===== src/rtl/crb_pkg.sv =====
// crb_pkg: register offsets, reset values and offset decode shared by the
// register bank. Assumes word registers at even offsets; odd offsets never hit.
package crb_pkg;

    typedef enum logic [2:0] {
        RK_NONE,
        RK_CTL,
        RK_STAT,
        RK_ISR,
        RK_MASK
    } reg_kind_e;

    localparam logic [7:0] OFS_G_CTL  = 8'h00;
    localparam logic [7:0] OFS_G_ISR  = 8'h02;
    localparam logic [7:0] OFS_G_MASK = 8'h04;
    localparam logic [7:0] OFS_C_CTL  = 8'h10;
    localparam logic [7:0] OFS_C_STAT = 8'h12;
    localparam logic [7:0] OFS_C_ISR  = 8'h14;
    localparam logic [7:0] OFS_C_MASK = 8'h16;

    localparam int G_FLEX_BIT = 0;
    localparam int G_T1_BIT   = 1;
    localparam int C_T1_BIT   = 0;

    // Offset decode within the global bank.
    function automatic reg_kind_e glob_kind(input logic [7:0] ofs);
        case (ofs)
            OFS_G_CTL:  return RK_CTL;
            OFS_G_ISR:  return RK_ISR;
            OFS_G_MASK: return RK_MASK;
            default:    return RK_NONE;
        endcase
    endfunction

    // Offset decode within a channel bank.
    function automatic reg_kind_e chan_kind(input logic [7:0] ofs);
        case (ofs)
            OFS_C_CTL:  return RK_CTL;
            OFS_C_STAT: return RK_STAT;
            OFS_C_ISR:  return RK_ISR;
            OFS_C_MASK: return RK_MASK;
            default:    return RK_NONE;
        endcase
    endfunction

endpackage


===== src/rtl/crb_isr_reg.sv =====
// crb_isr_reg: one event-flag word with its mask word.
// Flags set on event pulses and clear on a read of the enabled lanes; an event
// in the clearing cycle wins. Mask resets to all ones (everything blocked).
module crb_isr_reg #(
    parameter int W = 16
) (
    input  logic         clk,
    input  logic         rst_n,
    input  logic [W-1:0] evt_i,
    input  logic         clr_i,
    input  logic         mask_we_i,
    input  logic [W-1:0] lane_bits_i,
    input  logic [W-1:0] wdata_i,
    output logic [W-1:0] isr_o,
    output logic [W-1:0] mask_o,
    output logic         pend_o
);

    logic [W-1:0] isr_q;
    logic [W-1:0] mask_q;
    logic [W-1:0] clr_bits;

    // Lanes cleared by this cycle's read.
    assign clr_bits = clr_i ? lane_bits_i : '0;

    // Flag storage: clear first, then OR in events so a new event survives.
    always_ff @(posedge clk) begin
        if (!rst_n) isr_q <= '0;
        else        isr_q <= (isr_q & ~clr_bits) | evt_i;
    end

    // Mask storage: lane-wise write.
    always_ff @(posedge clk) begin
        if (!rst_n)         mask_q <= '1;
        else if (mask_we_i) mask_q <= (mask_q & ~lane_bits_i) | (wdata_i & lane_bits_i);
    end

    assign isr_o  = isr_q;
    assign mask_o = mask_q;
    assign pend_o = |(isr_q & ~mask_q);

endmodule


===== src/rtl/crb_chan_bank.sv =====
// crb_chan_bank: registers of one line channel (configuration, live status,
// event flags, mask). Assumes sel_i is already qualified by the upper address
// byte; returns zero read data when nothing decodes.
module crb_chan_bank
    import crb_pkg::*;
#(
    parameter int W = 16
) (
    input  logic         clk,
    input  logic         rst_n,
    input  logic         sel_i,
    input  logic         wr_i,
    input  logic         rd_i,
    input  logic [7:0]   ofs_i,
    input  logic [W-1:0] lane_bits_i,
    input  logic [W-1:0] wdata_i,
    input  logic [W-1:0] evt_i,
    input  logic [W-1:0] stat_i,
    output logic [W-1:0] rdata_o,
    output logic [W-1:0] cfg_o,
    output logic         pend_o
);

    reg_kind_e    kind;
    logic [W-1:0] cfg_q;
    logic [W-1:0] isr_w;
    logic [W-1:0] mask_w;

    // Register selected by this access.
    assign kind = sel_i ? chan_kind(ofs_i) : RK_NONE;

    // Configuration word, lane-wise write.
    always_ff @(posedge clk) begin
        if (!rst_n)                     cfg_q <= '0;
        else if (wr_i && kind == RK_CTL) cfg_q <= (cfg_q & ~lane_bits_i) | (wdata_i & lane_bits_i);
    end

    crb_isr_reg #(.W(W)) isr_i (
        .clk         (clk),
        .rst_n       (rst_n),
        .evt_i       (evt_i),
        .clr_i       (rd_i && kind == RK_ISR),
        .mask_we_i   (wr_i && kind == RK_MASK),
        .lane_bits_i (lane_bits_i),
        .wdata_i     (wdata_i),
        .isr_o       (isr_w),
        .mask_o      (mask_w),
        .pend_o      (pend_o)
    );

    // Read data selection.
    always_comb begin
        case (kind)
            RK_CTL:  rdata_o = cfg_q;
            RK_STAT: rdata_o = stat_i;
            RK_ISR:  rdata_o = isr_w;
            RK_MASK: rdata_o = mask_w;
            default: rdata_o = '0;
        endcase
    end

    assign cfg_o = cfg_q;

endmodule


===== src/rtl/crb_glob_bank.sv =====
// crb_glob_bank: device-wide registers (configuration with rate mode bits,
// event flags, mask). Assumes sel_i means upper address byte 00h.
module crb_glob_bank
    import crb_pkg::*;
#(
    parameter int           W       = 16,
    parameter logic [W-1:0] CTL_RST = W'(1)
) (
    input  logic         clk,
    input  logic         rst_n,
    input  logic         sel_i,
    input  logic         wr_i,
    input  logic         rd_i,
    input  logic [7:0]   ofs_i,
    input  logic [W-1:0] lane_bits_i,
    input  logic [W-1:0] wdata_i,
    input  logic [W-1:0] evt_i,
    output logic [W-1:0] rdata_o,
    output logic         flex_o,
    output logic         t1_o,
    output logic [W-1:0] isr_o,
    output logic [W-1:0] mask_o,
    output logic         pend_o
);

    reg_kind_e    kind;
    logic [W-1:0] ctl_q;

    // Register selected by this access.
    assign kind = sel_i ? glob_kind(ofs_i) : RK_NONE;

    // Global configuration word, lane-wise write.
    always_ff @(posedge clk) begin
        if (!rst_n)                     ctl_q <= CTL_RST;
        else if (wr_i && kind == RK_CTL) ctl_q <= (ctl_q & ~lane_bits_i) | (wdata_i & lane_bits_i);
    end

    crb_isr_reg #(.W(W)) isr_i (
        .clk         (clk),
        .rst_n       (rst_n),
        .evt_i       (evt_i),
        .clr_i       (rd_i && kind == RK_ISR),
        .mask_we_i   (wr_i && kind == RK_MASK),
        .lane_bits_i (lane_bits_i),
        .wdata_i     (wdata_i),
        .isr_o       (isr_o),
        .mask_o      (mask_o),
        .pend_o      (pend_o)
    );

    // Read data selection.
    always_comb begin
        case (kind)
            RK_CTL:  rdata_o = ctl_q;
            RK_ISR:  rdata_o = isr_o;
            RK_MASK: rdata_o = mask_o;
            default: rdata_o = '0;
        endcase
    end

    assign flex_o = ctl_q[G_FLEX_BIT];
    assign t1_o   = ctl_q[G_T1_BIT];

endmodule


===== src/rtl/chan_regbank.sv =====
// chan_regbank: top of the register bank. Decodes the upper address byte into
// the global bank and NUM_CH channel banks, registers read data, derives each
// channel's effective rate and drives the shared active-low interrupt.
// Assumes single-cycle strobes and DATA_W a multiple of 8.
module chan_regbank
    import crb_pkg::*;
#(
    parameter int NUM_CH = 8,
    parameter int DATA_W = 16,
    parameter int ADDR_W = 16
) (
    input  logic                     clk,
    input  logic                     rst_n,
    input  logic [ADDR_W-1:0]        bus_addr,
    input  logic                     bus_wr,
    input  logic                     bus_rd,
    input  logic [DATA_W/8-1:0]      bus_be,
    input  logic [DATA_W-1:0]        bus_wdata,
    output logic [DATA_W-1:0]        bus_rdata,
    input  logic [DATA_W-1:0]        glb_evt_i,
    input  logic [NUM_CH*DATA_W-1:0] ch_evt_i,
    input  logic [NUM_CH*DATA_W-1:0] ch_stat_i,
    output logic [NUM_CH*DATA_W-1:0] ch_cfg_o,
    output logic [NUM_CH-1:0]        ch_t1_o,
    output logic                     irq_n
);

    localparam int BE_W = DATA_W / 8;
    localparam int HI_W = ADDR_W - 8;

    logic [HI_W-1:0]   hi_byte;
    logic [7:0]        ofs;
    logic [DATA_W-1:0] lane_bits;
    logic [DATA_W-1:0] glob_rdata;
    logic [DATA_W-1:0] glob_isr_w;
    logic [DATA_W-1:0] glob_mask_w;
    logic              glob_flex_w;
    logic              glob_t1_w;
    logic              glob_pend;
    logic [DATA_W-1:0] ch_rdata [NUM_CH];
    logic [NUM_CH-1:0] ch_pend;
    logic [DATA_W-1:0] rd_mux;
    logic [DATA_W-1:0] rdata_q;

    assign hi_byte = bus_addr[ADDR_W-1:8];
    assign ofs     = bus_addr[7:0];

    // Expand byte enables into per-bit lane bits.
    for (genvar b = 0; b < BE_W; b++) begin : g_lane
        assign lane_bits[b*8 +: 8] = {8{bus_be[b]}};
    end

    crb_glob_bank #(.W(DATA_W), .CTL_RST(DATA_W'(1) << G_FLEX_BIT)) glob_i (
        .clk         (clk),
        .rst_n       (rst_n),
        .sel_i       (hi_byte == '0),
        .wr_i        (bus_wr),
        .rd_i        (bus_rd),
        .ofs_i       (ofs),
        .lane_bits_i (lane_bits),
        .wdata_i     (bus_wdata),
        .evt_i       (glb_evt_i),
        .rdata_o     (glob_rdata),
        .flex_o      (glob_flex_w),
        .t1_o        (glob_t1_w),
        .isr_o       (glob_isr_w),
        .mask_o      (glob_mask_w),
        .pend_o      (glob_pend)
    );

    for (genvar c = 0; c < NUM_CH; c++) begin : g_ch
        logic [DATA_W-1:0] cfg_w;

        crb_chan_bank #(.W(DATA_W)) bank_i (
            .clk         (clk),
            .rst_n       (rst_n),
            .sel_i       (hi_byte == HI_W'(c)),
            .wr_i        (bus_wr),
            .rd_i        (bus_rd),
            .ofs_i       (ofs),
            .lane_bits_i (lane_bits),
            .wdata_i     (bus_wdata),
            .evt_i       (ch_evt_i[c*DATA_W +: DATA_W]),
            .stat_i      (ch_stat_i[c*DATA_W +: DATA_W]),
            .rdata_o     (ch_rdata[c]),
            .cfg_o       (cfg_w),
            .pend_o      (ch_pend[c])
        );

        assign ch_cfg_o[c*DATA_W +: DATA_W] = cfg_w;
        // Per-channel rate in flexible mode, shared rate otherwise.
        assign ch_t1_o[c] = glob_flex_w ? cfg_w[C_T1_BIT] : glob_t1_w;
    end

    // Merge bank read data; non-selected banks return zero.
    always_comb begin
        rd_mux = glob_rdata;
        for (int c = 0; c < NUM_CH; c++) rd_mux = rd_mux | ch_rdata[c];
    end

    // Read data register, loaded only on a read strobe.
    always_ff @(posedge clk) begin
        if (!rst_n)      rdata_q <= '0;
        else if (bus_rd) rdata_q <= rd_mux;
    end

    assign bus_rdata = rdata_q;
    assign irq_n     = ~(glob_pend | (|ch_pend));

endmodule


===== config.mk =====
export PLATFORM = sky130hd
export DESIGN_NAME = chan_regbank
export DESIGN_NICKNAME = d
export VERILOG_FILES = /design/src/rtl/crb_pkg.sv /design/src/rtl/crb_isr_reg.sv /design/src/rtl/crb_chan_bank.sv /design/src/rtl/crb_glob_bank.sv /design/src/rtl/chan_regbank.sv
export SDC_FILE = /design/constraint.sdc
export NUM_CORES = 1
export LEC_CHECK = 0
export ABC_AREA = 1
export BUFFER_PORTS_ARGS = -buffer_cell sky130_fd_sc_hd__buf_4
export CAP_MARGIN = 10
export CELL_PAD_IN_SITES_DETAIL_PLACEMENT = 0
export CELL_PAD_IN_SITES_GLOBAL_PLACEMENT = 1
export CORE_UTILIZATION = 42
export DETAILED_ROUTE_END_ITERATION = 6
export HOLD_SLACK_MARGIN = 0.1
export PLACE_DENSITY_LB_ADDON = 0.05
export SLEW_MARGIN = 20
export SYNTH_ARGS = -nofsm -noshare
export SYNTH_HDL_FRONTEND = slang
export SYNTH_SLANG_ARGS = --single-unit

===== constraint.sdc =====
create_clock -name clk -period 6 [get_ports clk]
set_clock_uncertainty 0.1 [all_clocks]
set_input_delay 1.2 -clock clk [delete_from_list [all_inputs] [get_ports clk]]
set_output_delay 1.2 -clock clk [all_outputs]
set_load 0.02 [all_outputs]

* Word-level counts from Yosys, hierarchy flattened *
Cells that the tools add are included.

word-level totals
  register bits after elaboration = 448
  RAM bits = 0
  memories = 0
  bits in latches = 0
  ROM bits = 0
  output and inout bits = 153
  input port bits = 310

cells by class
  bitwise operators = 93
  eq/ne operators = 48
  order comparisons = 0
  multiply operators = 0
  div/mod/pow operators = 0
  add/sub/neg operators = 0
  mux-type cells = 37
  reductions and logical operators = 31
  shifts and indexed selects = 0

operator list
  kind                                            number
  AND 16 bit                                      37
  OR 16 bit                                       35
  one-hot mux 16 bit (4 select lines)             8
  inverter 16 bit                                 19
  two-way mux 16 bit                              9
  OR reduction 128 bit                            1
  == test 3 x 2 -> 1 bit (second input constant)  17
  one-hot mux 16 bit (3 select lines)             1
  == test 8 x 3 -> 1 bit (second input constant)  5
  == test 8 x 5 -> 1 bit (second input constant)  4
  == test 3 x 1 -> 1 bit (second input constant)  9
  == test 3 bit (second input constant)           9
  logical AND 1 bit                               27
  two-way mux 3 bit                               9
  == test 8 x 2 -> 1 bit (second input constant)  3
  logical NOT 8 bit                               2
  OR reduction 16 bit                             1
  one-hot mux 3 bit (4 select lines)              1
  one-hot mux 3 bit (3 select lines)              1
  == test 8 x 1 -> 1 bit (second input constant)  1
  two-way mux 1 bit                               8
  inverter 1 bit                                  1
  OR 1 bit                                        1

* Depth between registers and ports, before layout *
Gate-level depths: netlist (run 1).

  depth in word-level cells = 13
  depth in mapped cells = 16
  gate-level depth less buffers = 15

* Hierarchy *
Synthesis (run 1) repeated with hierarchy kept, for this count alone.

unflattened totals
  cell total of the unflattened synthesis = 4110
  area total of the unflattened synthesis = 28083.2 µm²

modules (own cells, without submodules)
  module         cells an instance  times used  sequential area each (µm²)  area each (µm²)
  crb_isr_reg    205                9           640.6                       1421.4
  crb_chan_bank  231                8           320.3                       1595.3
  crb_glob_bank  188                1           320.3                       1323.8
  chan_regbank   229                1           320.3                       1204.9

* Least setup slack after synthesis (run 1) *
Ideal clock, no wire load.

  path kind = in2reg
  start point = input bus_addr[5]
  end point = register with a tool-made name
  stages = 12
  path buffers = 2
  arrival = 2.602 ns
  setup slack = 3.159 ns
  cells stage by stage = inv_1 > nand2_1 > nor2_4 > nand2_4 > buf_6 > nor2_4 > inv_2 > nor3_4 > inv_2 > buf_2 > nand2_1 > o211ai_2

RTL lines
  item         line                RTL
  from (decl)  chan_regbank.sv:14  input logic [ADDR_W-1:0] bus_addr,

==> results of run 1 <==
layer usage:
layer  vias to the layer above  track usage (%)
met2                      1629             65.0
met4                         6             24.2
met5                         -                0
met1                     11761             53.9
li1                      11264                -
met3                       373             9.10
per-stage QoR:
| stage | instance area (um2) | total power [mW] | worst slack [ns] |
|---|---|---|---|
| floorplan | 21800 | 3.37 | 3.16 |
| global placement | 25500 | 3.74 | 1.97 |
| detailed placement | 25500 | 3.75 | 1.84 |
| CTS | 27200 | 6.88 | 1.85 |
| global route | 27200 | 7.04 | 1.76 |
| finish | 27200 | 6.90 | 1.75 |
synth_stat cells, types with 2 or more instances:
cell,instances
nor2_1,429
buf_6,3
nor3b_1,2
a221oi_1,5
or2_2,2
nand3b_1,3
nor3_1,11
nor3_4,9
o21ai_0,236
clkbuf_1,73
nand2_2,10
o2111ai_1,5
o22ai_1,40
a211oi_1,18
o21ai_1,8
inv_1,360
buf_4,3
o211ai_2,6
buf_2,58
nor2_2,33
a21oi_1,336
nor3_2,6
nor4_1,4
nand2_4,4
nor2_4,15
nand4_1,26
buf_1,9
inv_2,21
a22oi_1,2
clkinv_1,8
nand3_1,171
dfxtp_1,448
o211ai_1,108
nand3_2,18
nand2_1,714
power breakdown:
part | internal, mW | switching, mW
sequential | 3.05 | 0.0741
clock | 1.84 | 1.36
combinational | 0.208 | 0.370
total | 5.09 | 1.81
tightest hold or removal path, delay by kind of cell, from the launching register on:
| kind | cells | cell delay (ns) |
|---|---|---|
| buf+inv | 1 | 0.05 |
| flops | 1 | 0.32 |
| compound gates | 1 | 0.05 |
worst max path at each step:
stage           startpoint     to  depth (start not counted)
3_3_place_gp   bus_addr[7]   flop                         10
2_1_floorplan  bus_addr[5]   flop                         12
5_1_grt               flop  irq_n                          9
4_1_cts               flop  irq_n                          9
3_5_place_dp   bus_addr[7]   flop                          9
6_report              flop  irq_n                          9
layout make-up:
type | instances | share of cell area (%)
diodes | 2 | 0.0184
clock buffers | 67 | 5.36
clock inverters | 24 | 0.805
inverters | 389 | 5.38
multi-input cells | 2229 | 39.3
flip-flops and latches | 448 | 33.0
well taps | 680 | 3.13
repair buffers | 474 | 13.1
cell families after synthesis:
| family | count (synthesis) | synth area share [%] |
|---|---|---|
| buffers and inverters | 535 | 9.71 |
| AO/OA/AOI/OAI | 768 | 19.8 |
| flip-flops | 448 | 41.2 |
| AND/OR/NAND/NOR | 1461 | 29.3 |
==> results.json, run 1 <==
{
  "status": "completed",
  "wl_met2_mm": 50.0,
  "synthDistinctLibCells": 43,
  "drtIter0Drc": 3650,
  "reg2regPathDepth": 7,
  "ys_async_sr_fraction_pct": 0,
  "maxCapViolCount": 0,
  "post_drt_wl_per_cell_um": 26.6,
  "critPathMaxStageDelay_ns": 0.48,
  "nFillCells": 5186,
  "gr-total-overflow": 0,
  "highest_layer": "met5",
  "syn_inst": 3212,
  "io_pins": 463,
  "ys_ff_latch": 448,
  "root_buffer": "clkbuf_16",
  "crit_path_end_kind": "primary output",
  "slew_headroom_pct": 24.0,
  "cp-start-kind": "flop",
  "gp_congestion": 1.03,
  "clkTransAtPathRegs_ns": 0.06,
  "multiInputGateArea_um2": 10700,
  "htreeDepth": 2,
  "cts-resized-gates": 0,
  "met3_length_mm": 13.4,
  "cts_buffers": 51,
  "cts.sinks": 448,
  "utilization_pct": 53.1,
  "hpwl_mm": 84.1,
  "post_cts_buffers": 0,
  "min_period_ns": 4.25,
  "synth_ff_type": "dfxtp_1",
  "worst_hold_slack_ns": 0.373,
  "drv_slew": 0,
  "path_cells": "o22ai_1, nor2_1, nand2_1, nor3_1, nand2_1, nor2_1, nand2_1, nor2_1, buf_4",
  "grt_max_degree": 126,
  "dr_total_vias": 25033,
  "core_area_um2": 51300,
  "grt_antenna_before_repair": 11,
  "fmaxAchievable_mhz": 235,
  "rsz0062_at_grt": "false",
  "crit_fanout": 3,
  "path_class": "reg2out",
  "drt-pass1-iter-count": 7,
  "dpl.cell_count": 4220,
  "cts_tree": "built",
  "cp_num_buf_inv": 1,
  "worstHoldPathCells": 2,
  "cts_buffer_depth": 3,
  "detail-route-antenna-nets": 0,
  "final_nets": 3903,
  "synth_area_leaders": "dfxtp_1 41%, nand2_1 12%, a21oi_1 7.7%",
  "vias_per_cell": 5.80,
  "die_h_um": 230,
  "port_buffers": 462,
  "p_leak_nw": 12.9,
  "worst_ep_required_time_ns": 4.70,
  "timing.final.crit_share_pct": 70.8,
  "pwr_density_cell_nw_per_um2": 254,
  "slowest_stage": "nor3_1",
  "seq_area_frac_synth_pct": 41.2,
  "reg2reg_to": "bus_rdata[7]",
  "wirelength_met1_mm": 43.5,
  "syn2layout_area_growth_pct": 25.0,
  "setup_viol": 0,
  "totalWireLength_mm": 115,
  "grt_pass1_vias": 22593,
  "yosysWarnings": 0,
  "fp.dieW_um": 230,
  "synth-edff-count": 0,
  "grt_pass1_wl_mm": 160,
  "start_util_pct": 42.4,
  "dieArea_um2": 52700,
  "synth_fp_nets": 3522,
  "min-delay-path-class": "reg2reg",
  "synth_area_um2": 21800,
  "syn_area_per_cell_um2": 6.78,
  "critPathTopFamily": "simple AND/OR/NAND/NOR gates",
  "track_usage_pct": 42.0,
  "tightest_slew_ns": 1.14,
  "drt_drc_violations_left": 0,
  "final_cell_mix": "714 x nand2_1, 472 x buf_4, 448 x dfxtp_1",
  "drive_above_1_share_pct": 18.9,
  "r2r_slack_ns": 4.24,
  "rows": 83,
  "critPathArrivalTime_ns": 2.95,
  "peakVddDrop_mv": 0.174,
  "insertion_delay_ns": 0.61,
  "tns_ns": 0,
  "final_cells": 4313,
  "synth_area_leader_cell": "dfxtp_1",
  "synth.top_cell.area_share_pct": 41.2,
  "hold_viol_final": 0,
  "ctsHoldBuffers": 0,
  "final_common_cell": "nand2_1",
  "seq_area_um2": 8970
}
Note: power is estimated with default switching activity, not from simulation.
==> run 2: changes to the inputs <==
--- a/config.mk
+++ b/config.mk
@@ -10,7 +10,7 @@
 export CAP_MARGIN = 10
 export CELL_PAD_IN_SITES_DETAIL_PLACEMENT = 0
 export CELL_PAD_IN_SITES_GLOBAL_PLACEMENT = 1
-export CORE_UTILIZATION = 42
+export CORE_UTILIZATION = 35
 export DETAILED_ROUTE_END_ITERATION = 6
 export HOLD_SLACK_MARGIN = 0.1
 export PLACE_DENSITY_LB_ADDON = 0.05
==> constraint.sdc (replaced) <==
create_clock -name clk -period 3.6 [get_ports clk]
set_clock_uncertainty 0.1 [all_clocks]
set_input_delay 0.72 -clock clk [delete_from_list [all_inputs] [get_ports clk]]
set_output_delay 0.72 -clock clk [all_outputs]
set_load 0.02 [all_outputs]
==> run 2 against run 1 <==
Global-route usage is 4.7 points lower. Sequential cell count stayed put. Critical path depth stayed put. Critical path type unchanged. Critical endpoint unchanged.
==> results.json, run 2 (synthesis gave the netlist of run 1 again) <==
{
  "nFillCells": 6502,
  "port_buffers": 462,
  "critPathMaxStageDelay_ns": 0.42,
  "crit_fanout": 3,
  "busiest_layer": "met2",
  "cp_num_buf_inv": 1,
  "critPathArrivalTime_ns": 2.75,
  "post_drt_wl_per_cell_um": 26.7,
  "totalWireLength_mm": 121,
  "dpl.cell_count": 4452,
  "die_h_um": 251,
  "vias_per_cell": 5.48,
  "critPathTopFamily": "simple AND/OR/NAND/NOR gates",
  "grt_use_met1_pct": 49.5,
  "drtIter0Drc": 2842,
  "grt_pass1_wl_mm": 168,
  "power_frac_seq_pct": 43.3,
  "dieArea_um2": 63200,
  "pwr_density_cell_nw_per_um2": 428,
  "tightest_slew_ns": 1.18,
  "maxCapViolCount": 0,
  "dr_total_vias": 24926,
  "syn2layout_area_growth_pct": 29.5,
  "ctsHoldBuffers": 0,
  "hpwl_mm": 90.0,
  "cts_buffers": 52,
  "htreeDepth": 2,
  "final_nets": 3979,
  "final_cell_mix": "714 x nand2_1, 545 x buf_4, 448 x dfxtp_1",
  "drt-pass1-iter-count": 6,
  "timing.final.crit_share_pct": 99.2,
  "grt_util_met3_pct": 6.62,
  "combPwrFrac_pct": 8.2,
  "insertion_delay_ns": 0.62,
  "core_area_um2": 61600,
  "clkTransAtPathRegs_ns": 0.06,
  "fp.dieW_um": 251,
  "p_leak_nw": 13.4,
  "worst_ep_required_time_ns": 2.78,
  "crit_top_cell": "nand2_1",
  "gp_congestion": 0.954,
  "min-delay-path-class": "in2reg",
  "reg2regPathDepth": 6,
  "drt_drc_violations_left": 0,
  "grt_antenna_before_repair": 10,
  "cts_buffer_depth": 3,
  "seq_area_um2": 8970,
  "final_cells": 4548,
  "p_int_mw": 8.99,
  "multiInputGateArea_um2": 10700,
  "r2r_slack_ns": 1.82,
  "status": "completed",
  "fmaxAchievable_mhz": 280,
  "p_sw_mw": 3.08,
  "peakVddDrop_mv": 0.333,
  "drive_above_1_share_pct": 20.7,
  "p_clk_share_pct": 48.5,
  "finalPower_mw": 12.1,
  "grt_max_degree": 187,
  "rsz0062_at_grt": "false",
  "path_class": "reg2out",
  "start_util_pct": 35.3,
  "min_period_ns": 3.57,
  "setup_viol": 0,
  "drv_slew": 0,
  "grt_pass1_vias": 23269,
  "gr-total-overflow": 0,
  "met2_usage_pct": 58.7,
  "cts.sinks": 448,
  "io_pins": 463,
  "critical_path_depth": 9,
  "slew_headroom_pct": 21.2,
  "post_cts_buffers": 0,
  "final_common_cell": "nand2_1",
  "track_usage_pct": 37.3,
  "slowest_stage": "dfxtp_1",
  "path_cells": "o22ai_1, a21oi_1, nand3_1, nor4_2, nand2_1, nor2_1, nand2_1, nor2_2, buf_4",
  "cts_tree": "built",
  "rows": 91,
  "swShare_pct": 25.5,
  "root_buffer": "clkbuf_16",
  "detail-route-antenna-nets": 0,
  "crit_path_end_kind": "primary output",
  "hold_viol_final": 0,
  "cp-start-kind": "flop",
  "worstHoldPathCells": 3
}
## run 2: cell count changes in the layout (fill, tap and decap cells not counted), sizes merged
cell,before,now
inv,381,383
buf,474,549
clkbuf,67,72
diode,2,1
bufinv,3,9
clkinvlp,5,2
clkinv,24,18
## run 2: path summary, 6_finish.rpt
check / end / startpoint
worst max-delay path: irq_n / flop
worst min-delay path: g_ch[2].bank_i.isr_i.isr_o[7] / ch_evt_i[39]
worst max register to register: bus_rdata[14] / glob_i.isr_i.isr_o[14]
worst min register to register: flop / flop
## run 2: area by class of cell
cell class              instances  share of cell area [%]
clock inverters                23                    1.25
multi-input cells            2229                    37.9
inverters                     389                    5.20
flip-flops and latches        448                    31.8
diodes                          1                 0.00888
clock buffers                  72                    5.31
well taps                     837                    3.71
repair buffers                549                    14.8
## run 2: power by group through the flow
stage | Sequential, mW | Combinational (mW) | Clock [mW]
after floorplan | 5.26 | 0.354 | 0
after global placement | 5.32 | 0.967 | 0
after detailed placement | 5.32 | 0.969 | 0
after CTS | 5.22 | 0.972 | 5.90
after global routing | 5.22 | 1.03 | 6.09
final | 5.22 | 0.993 | 5.85
## run 2: timing repair
| item | CTS | global route |
|---|---|---|
| gates cloned | 0 | 0 |
| pin swaps | 0 | 1 |
| setup endpoints to repair | 1 | 1 |
| resized for setup | 4 | 0 |
## run 2: through the flow
stage	TNS (ns)	hold WS (ns)	util, %	setup WS, ns	instance area (um2)
6_report	0	0.208	45.8	0.0289	28200
5_1_grt	0	0.205	45.8	0.0268	28200
4_1_cts	0	0.186	45.8	0.0769	28200
3_5_place_dp	0	0.357	42.7	0.0122	26300
3_3_place_gp	-0.0866	0.355	42.7	-0.0261	26300
2_1_floorplan	0	0.346	-	1.24	21800
## run 2: worst reg2reg max path: stages (launching register included)
cell	delay [ns]
dfxtp_1	0.31
inv_1	0.11
o21ai_0	0.10
a21oi_1	0.60
nand3_1	0.22
nor2_1	0.16
a21oi_1	0.08
## run 2: metal layers
layer	part of all wire [%]	wire length, um
met5	0.049	59
met4	4.9	5940
met3	9.5	11600
met2	45	54100
met1	41	49700
